--- src/rtl/wts_pkg.sv ---
package wts_pkg;

  // Rate-control inputs grouped for the prescaler.
  typedef struct packed {
    logic run;
    logic halt;
    logic full;
  } wts_rate_t;

  function automatic int unsigned wts_sel_w(int unsigned n_win);
    return $clog2(n_win + 1);
  endfunction

endpackage

--- src/rtl/wts_tick.sv ---
module wts_tick
  import wts_pkg::*;
(
  input  logic      clk,
  input  logic      rst_n,
  input  wts_rate_t rate,
  input  logic      clr,
  output logic      tick
);

  logic ph_q, ph_d;
  logic active;

  assign active = rate.run & ~rate.halt;

  always_comb begin
    ph_d = ph_q;
    tick = 1'b0;
    if (clr) begin
      ph_d = 1'b0;
    end else if (active) begin
      if (rate.full) begin
        tick = 1'b1;
        ph_d = 1'b0;
      end else begin
        tick = ph_q;
        ph_d = ~ph_q;
      end
    end
  end

  always_ff @(posedge clk or negedge rst_n) begin
    if (!rst_n) ph_q <= 1'b0;
    else        ph_q <= ph_d;
  end

endmodule

--- src/rtl/wts_count.sv ---
module wts_count #(
  parameter int CNT_W = 56
) (
  input  logic             clk,
  input  logic             rst_n,
  input  logic             tick,
  input  logic             clr,
  output logic [CNT_W-1:0] cnt
);

  logic [CNT_W-1:0] cnt_q, cnt_d;
  logic             cnt_en;

  assign cnt_en = clr | tick;

  always_comb begin
    if (clr) cnt_d = '0;
    else     cnt_d = cnt_q + CNT_W'(1);
  end

  always_ff @(posedge clk or negedge rst_n) begin
    if (!rst_n)      cnt_q <= '0;
    else if (cnt_en) cnt_q <= cnt_d;
  end

  assign cnt = cnt_q;

endmodule

--- src/rtl/wts_read.sv ---
module wts_read #(
  parameter int CNT_W    = 56,
  parameter int DATA_W   = 32,
  parameter int WIN_N    = 6,
  parameter int WIN_STEP = 4,
  parameter int SEL_W    = 3
) (
  input  logic                      clk,
  input  logic                      rst_n,
  input  logic [CNT_W-1:0]          cnt,
  input  logic                      clr,
  input  logic                      rd_en,
  input  logic [SEL_W-1:0]          rd_sel,
  output logic [DATA_W-1:0]         rd_data,
  output logic [CNT_W-DATA_W-1:0]   cap
);

  localparam int CAP_W = CNT_W - DATA_W;

  logic [DATA_W-1:0] win [WIN_N];
  logic [CAP_W-1:0]  cap_q, cap_d;
  logic [DATA_W-1:0] rd_q, rd_d;
  logic              win_hit;
  logic              cap_en;

  for (genvar k = 0; k < WIN_N; k++) begin : g_win
    assign win[k] = cnt[k*WIN_STEP +: DATA_W];
  end

  always_comb begin
    rd_d    = '0;
    win_hit = 1'b0;
    for (int k = 0; k < WIN_N; k++) begin
      if (rd_sel == SEL_W'(k)) begin
        rd_d    = win[k];
        win_hit = 1'b1;
      end
    end
    if (rd_sel == SEL_W'(WIN_N)) rd_d = DATA_W'(cap_q);
  end

  assign cap_en = clr | (rd_en & win_hit);

  always_comb begin
    if (clr) cap_d = '0;
    else     cap_d = cnt[CNT_W-1:DATA_W];
  end

  always_ff @(posedge clk or negedge rst_n) begin
    if (!rst_n)      cap_q <= '0;
    else if (cap_en) cap_q <= cap_d;
  end

  always_ff @(posedge clk or negedge rst_n) begin
    if (!rst_n)     rd_q <= '0;
    else if (rd_en) rd_q <= rd_d;
  end

  assign rd_data = rd_q;
  assign cap     = cap_q;

endmodule

--- src/rtl/wide_timer_snap.sv ---
module wide_timer_snap
  import wts_pkg::*;
#(
  parameter int CNT_W    = 56,
  parameter int DATA_W   = 32,
  parameter int WIN_N    = 6,
  parameter int WIN_STEP = 4,
  localparam int SEL_W   = wts_sel_w(WIN_N),
  localparam int CAP_W   = CNT_W - DATA_W
) (
  input  logic              clk,
  input  logic              rst_n,
  input  logic              app_rst,
  input  logic              app_keep,
  input  logic              run_en,
  input  logic              halt,
  input  logic              full_rate,
  input  logic              rd_en,
  input  logic [SEL_W-1:0]  rd_sel,
  output logic [DATA_W-1:0] rd_data
);

  logic             app_clr;
  logic             tick;
  wts_rate_t        rate;
  logic [CNT_W-1:0] cnt_q;
  logic [CAP_W-1:0] cap_q;

  assign app_clr = app_rst & ~app_keep;
  assign rate    = '{run: run_en, halt: halt, full: full_rate};

  wts_tick i_tick (
    .clk   (clk),
    .rst_n (rst_n),
    .rate  (rate),
    .clr   (app_clr),
    .tick  (tick)
  );

  wts_count #(.CNT_W(CNT_W)) i_count (
    .clk   (clk),
    .rst_n (rst_n),
    .tick  (tick),
    .clr   (app_clr),
    .cnt   (cnt_q)
  );

  wts_read #(
    .CNT_W    (CNT_W),
    .DATA_W   (DATA_W),
    .WIN_N    (WIN_N),
    .WIN_STEP (WIN_STEP),
    .SEL_W    (SEL_W)
  ) i_read (
    .clk     (clk),
    .rst_n   (rst_n),
    .cnt     (cnt_q),
    .clr     (app_clr),
    .rd_en   (rd_en),
    .rd_sel  (rd_sel),
    .rd_data (rd_data),
    .cap     (cap_q)
  );

endmodule

--- config.mk ---
export PLATFORM = sky130hd
export DESIGN_NAME = wide_timer_snap
export DESIGN_NICKNAME = d
export VERILOG_FILES = /design/src/rtl/wts_pkg.sv /design/src/rtl/wts_tick.sv /design/src/rtl/wts_count.sv /design/src/rtl/wts_read.sv /design/src/rtl/wide_timer_snap.sv
export SDC_FILE = /design/constraint.sdc
export NUM_CORES = 1
export LEC_CHECK = 0
export ABC_AREA = 0
export BUFFER_PORTS_ARGS = -buffer_cell sky130_fd_sc_hd__buf_2
export CAP_MARGIN = 40
export CORE_MARGIN = 3
export CORE_UTILIZATION = 40
export CTS_CLUSTER_DIAMETER = 150
export DETAILED_ROUTE_END_ITERATION = 10
export GPL_TIMING_DRIVEN = 0
export PLACE_DENSITY = 0.61
export SETUP_SLACK_MARGIN = 0.2
export SYNTH_ARGS = -nofsm -noshare
export SYNTH_HDL_FRONTEND = slang
export SYNTH_SLANG_ARGS = --single-unit
export TNS_END_PERCENT = 10
--- constraint.sdc ---
create_clock -name clk -period 4.8 [get_ports clk]
set_clock_uncertainty 0.1 [all_clocks]
set_input_delay 0.24 -clock clk [delete_from_list [all_inputs] [get_ports clk]]
set_output_delay 0.24 -clock clk [all_outputs]
set_load 0.01 [all_outputs]
==> reports/qor.yml <==
place_congestion: 0.941
reg2reg_to: "i_count.cnt[54]"
max_slew_margin_pct: 58.2
yosysTopAreaCell: "dfrtp_1"
worst-slew-pin-transition_ns: 0.628
n_fill_cell: 1665
min_path_cells: 4
place_hpwl_mm: 16.6
ys_warn_count: 0
hold_violations: 0
io_pins: 43
grt_max_degree: 62
required_ns: 5.04
yosysTopAreaCellShare_pct: 40.4
worstPathArrival_ns: 2.94
rows: 47
post-route-min-period_ns: 2.70
yosysUniqueCellTypes: 56
r2r_cells: 7
nets: 905
clk_latency_ns: 0.42
cts.sinks: 113
dr.pass1.iters: 5
cts_buffer_depth: 2
finalSetupViolations: 0
die_w_um: 138
p_per_area_nw_per_um2: 319
core-area_um2: 16800
path_clk_slew_ns: 0.05
cp-end-kind: "flop"
areaGrowthSynthToFinish_pct: 16.4
max_stage_delay_ns: 0.47
die-area_um2: 19100
critPathKind: "reg2reg"
max_freq_mhz: 370
p_leak_nw: 3.35
wire_per_inst_um: 20.3
grt_pass1_vias: 6457
syn_avg_cell_area_um2: 8.40
numCtsBuffers: 17
initial_core_util_pct: 41.6
synthCells: 832
ir_worst_vdd_mv: 0.242
first_iter_violations: 789
grt_usage_pct: 24.1
crit_chain: "ha_1 > nand2_1 > nor4_1 > nand4_1 > buf_2 > or4_1 > a21oi_1"
ys_ff_latch: 113
antenna_found_initial: 0
cts_tree: "done"
overflow: 0
r2r-start: "i_count.cnt[0]"
synth_ff_type: "dfrtp_1"
synth.area.top_cells: "dfrtp_1, a21oi_1, o21ai_0"
synth_nets: 844
maxCapViolCount: 0
grt_pass1_wl_mm: 37.0
drc: 0
vias_per_cell: 5.97
cts.repair.resized: 0
worst_setup_path_start_kind: "flop"
hold_path.class: "in2reg"
ys_seq_area_share_pct: 40.4
status: "finished clean"
slowest_stage: "dfrtp_1"
holdPathEnd: "i_tick.ph_q"
netlist_area_um2: 6990
synth_top_cells_by_count: "dfrtp_1, nand2_1, a21oi_1, o21ai_0, nor2_1"
hold_start: "halt"
ant_nets: 0
vias: 6733
synthMostInstantiatedCell: "dfrtp_1"
regToRegSetupSlack_ns: 2.10
cp_max_fo: 10
slew_violations: 0
wirelength_mm: 22.9
cts_root_buffer: "clkbuf_16"
port_buffers: 40
rsz0062_at_grt: "false"
synth_edf_count: 0
ys_async_sr_fraction_pct: 100
drive_gt1_share_pct: 14.1
tns_ns: 0
final_util_pct: 48.4
cts.htree.levels: 4
die_y_um: 138
fin_crit_sh_pct: 56.3
[layer usage]
| metal | global-route usage [%] | share of wire [%] | vias up |
|---|---|---|---|
| met2 | 37.2 | 45 | 291 |
| met4 | 8.84 | 3.1 | 0 |
| met5 | 0 | 0 | - |
| li1 | - | - | 3131 |
| met3 | 3.21 | 5.8 | 55 |
| met1 | 34.9 | 46 | 3256 |
[state kept, by name (all words and copies together), names as in the netlist]
register and count:
i_count.cnt 56, i_read.rd_data 32, i_read.cap 24, i_tick.ph_q 1
[kinds of logic after synthesis]
family,share of synthesized area [%]
adder cells (fa/ha/maj),0.179
multiplexers,7.14
buffers and inverters,5.96
AND/OR/NAND/NOR,21.6
AO/OA/AOI/OAI,22.2
flip-flops,40.4
XOR/XNOR,2.50
[metrics by stage]
stage | instances | power, mW | setup WS (ns) | hold slack, ns | cell area (um2)
floorplan | 832 | 1.16 | 2.73 | -0.156 | 6990
global placement | 1092 | 1.27 | 1.93 | 0.394 | 7470
detailed placement | 1093 | 1.28 | 2.12 | 0.134 | 7500
CTS | 1126 | 2.60 | 2.09 | 0.00812 | 8140
global route | 1126 | 2.69 | 1.93 | 0.0370 | 8140
finish | 1127 | 2.59 | 2.10 | 0.0144 | 8140
[what timing repair did]
| action | in CTS | in global routing |
|---|---|---|
| hold endpoints to repair | 52 | 0 |
| setup buffers | 0 | 0 |
| hold buffers | 1 | 0 |
[power breakdown]
group,switching [mW],internal [mW]
clock,0.451,0.881
sequential,0.0187,0.983
combinational,0.177,0.0835
[layout make-up]
class / count / area [um2] / area share (%)
well taps: 220 / 275 / 3.38
plain buffers: 80 / 334 / 4.10
diodes: 1 / 2.50 / 0.0307
flip-flops and latches: 113 / 2830 / 34.7
multi-input cells: 617 / 3750 / 46.0
clock buffers: 23 / 498 / 6.12
inverters: 22 / 82.6 / 1.01
repair buffers: 42 / 244 / 3.00
clock inverters: 9 / 128 / 1.57
[critical path, delay by kind of cell, from the launching register on]
| kind | cells | cell delay, ns |
|---|---|---|
| compound gates | 1 | 0.16 |
| fa+ha+maj | 1 | 0.28 |
| buf+inv | 1 | 0.31 |
| flops | 1 | 0.47 |
| simple gates | 4 | 1.31 |
[layout by cell type, fill, tap and decap left out, drive strengths merged, types with 11 or more instances in the layout]
| master | n |
|---|---|
| a21boi | 11 |
| a21oi | 87 |
| buf | 68 |
| clkbuf | 76 |
| dfrtp | 113 |
| inv | 22 |
| mux2 | 18 |
| mux2i | 27 |
| nand2 | 100 |
| nand3 | 20 |
| nand4 | 16 |
| nor2 | 60 |
| nor2b | 17 |
| nor4 | 12 |
| o211ai | 16 |
| o21ai | 79 |
| o31ai | 23 |
| or4 | 24 |
| xnor2 | 16 |
[worst max-delay path by stage]
stage                         to      startpoint  slack, ns  depth (start not counted)
4_1_cts          i_count.cnt[54]  i_count.cnt[0]       2.09                          7
3_3_place_gp   i_read.rd_data[0]           rst_n       1.93                          1
5_1_grt          i_count.cnt[54]  i_count.cnt[0]       1.93                          7
3_5_place_dp     i_count.cnt[54]  i_count.cnt[0]       2.12                          7
2_1_floorplan    i_count.cnt[36]  i_count.cnt[0]       2.73                          7
6_report         i_count.cnt[54]  i_count.cnt[0]       2.10                          7
No activity file was read; power rests on OpenSTA's default activity.
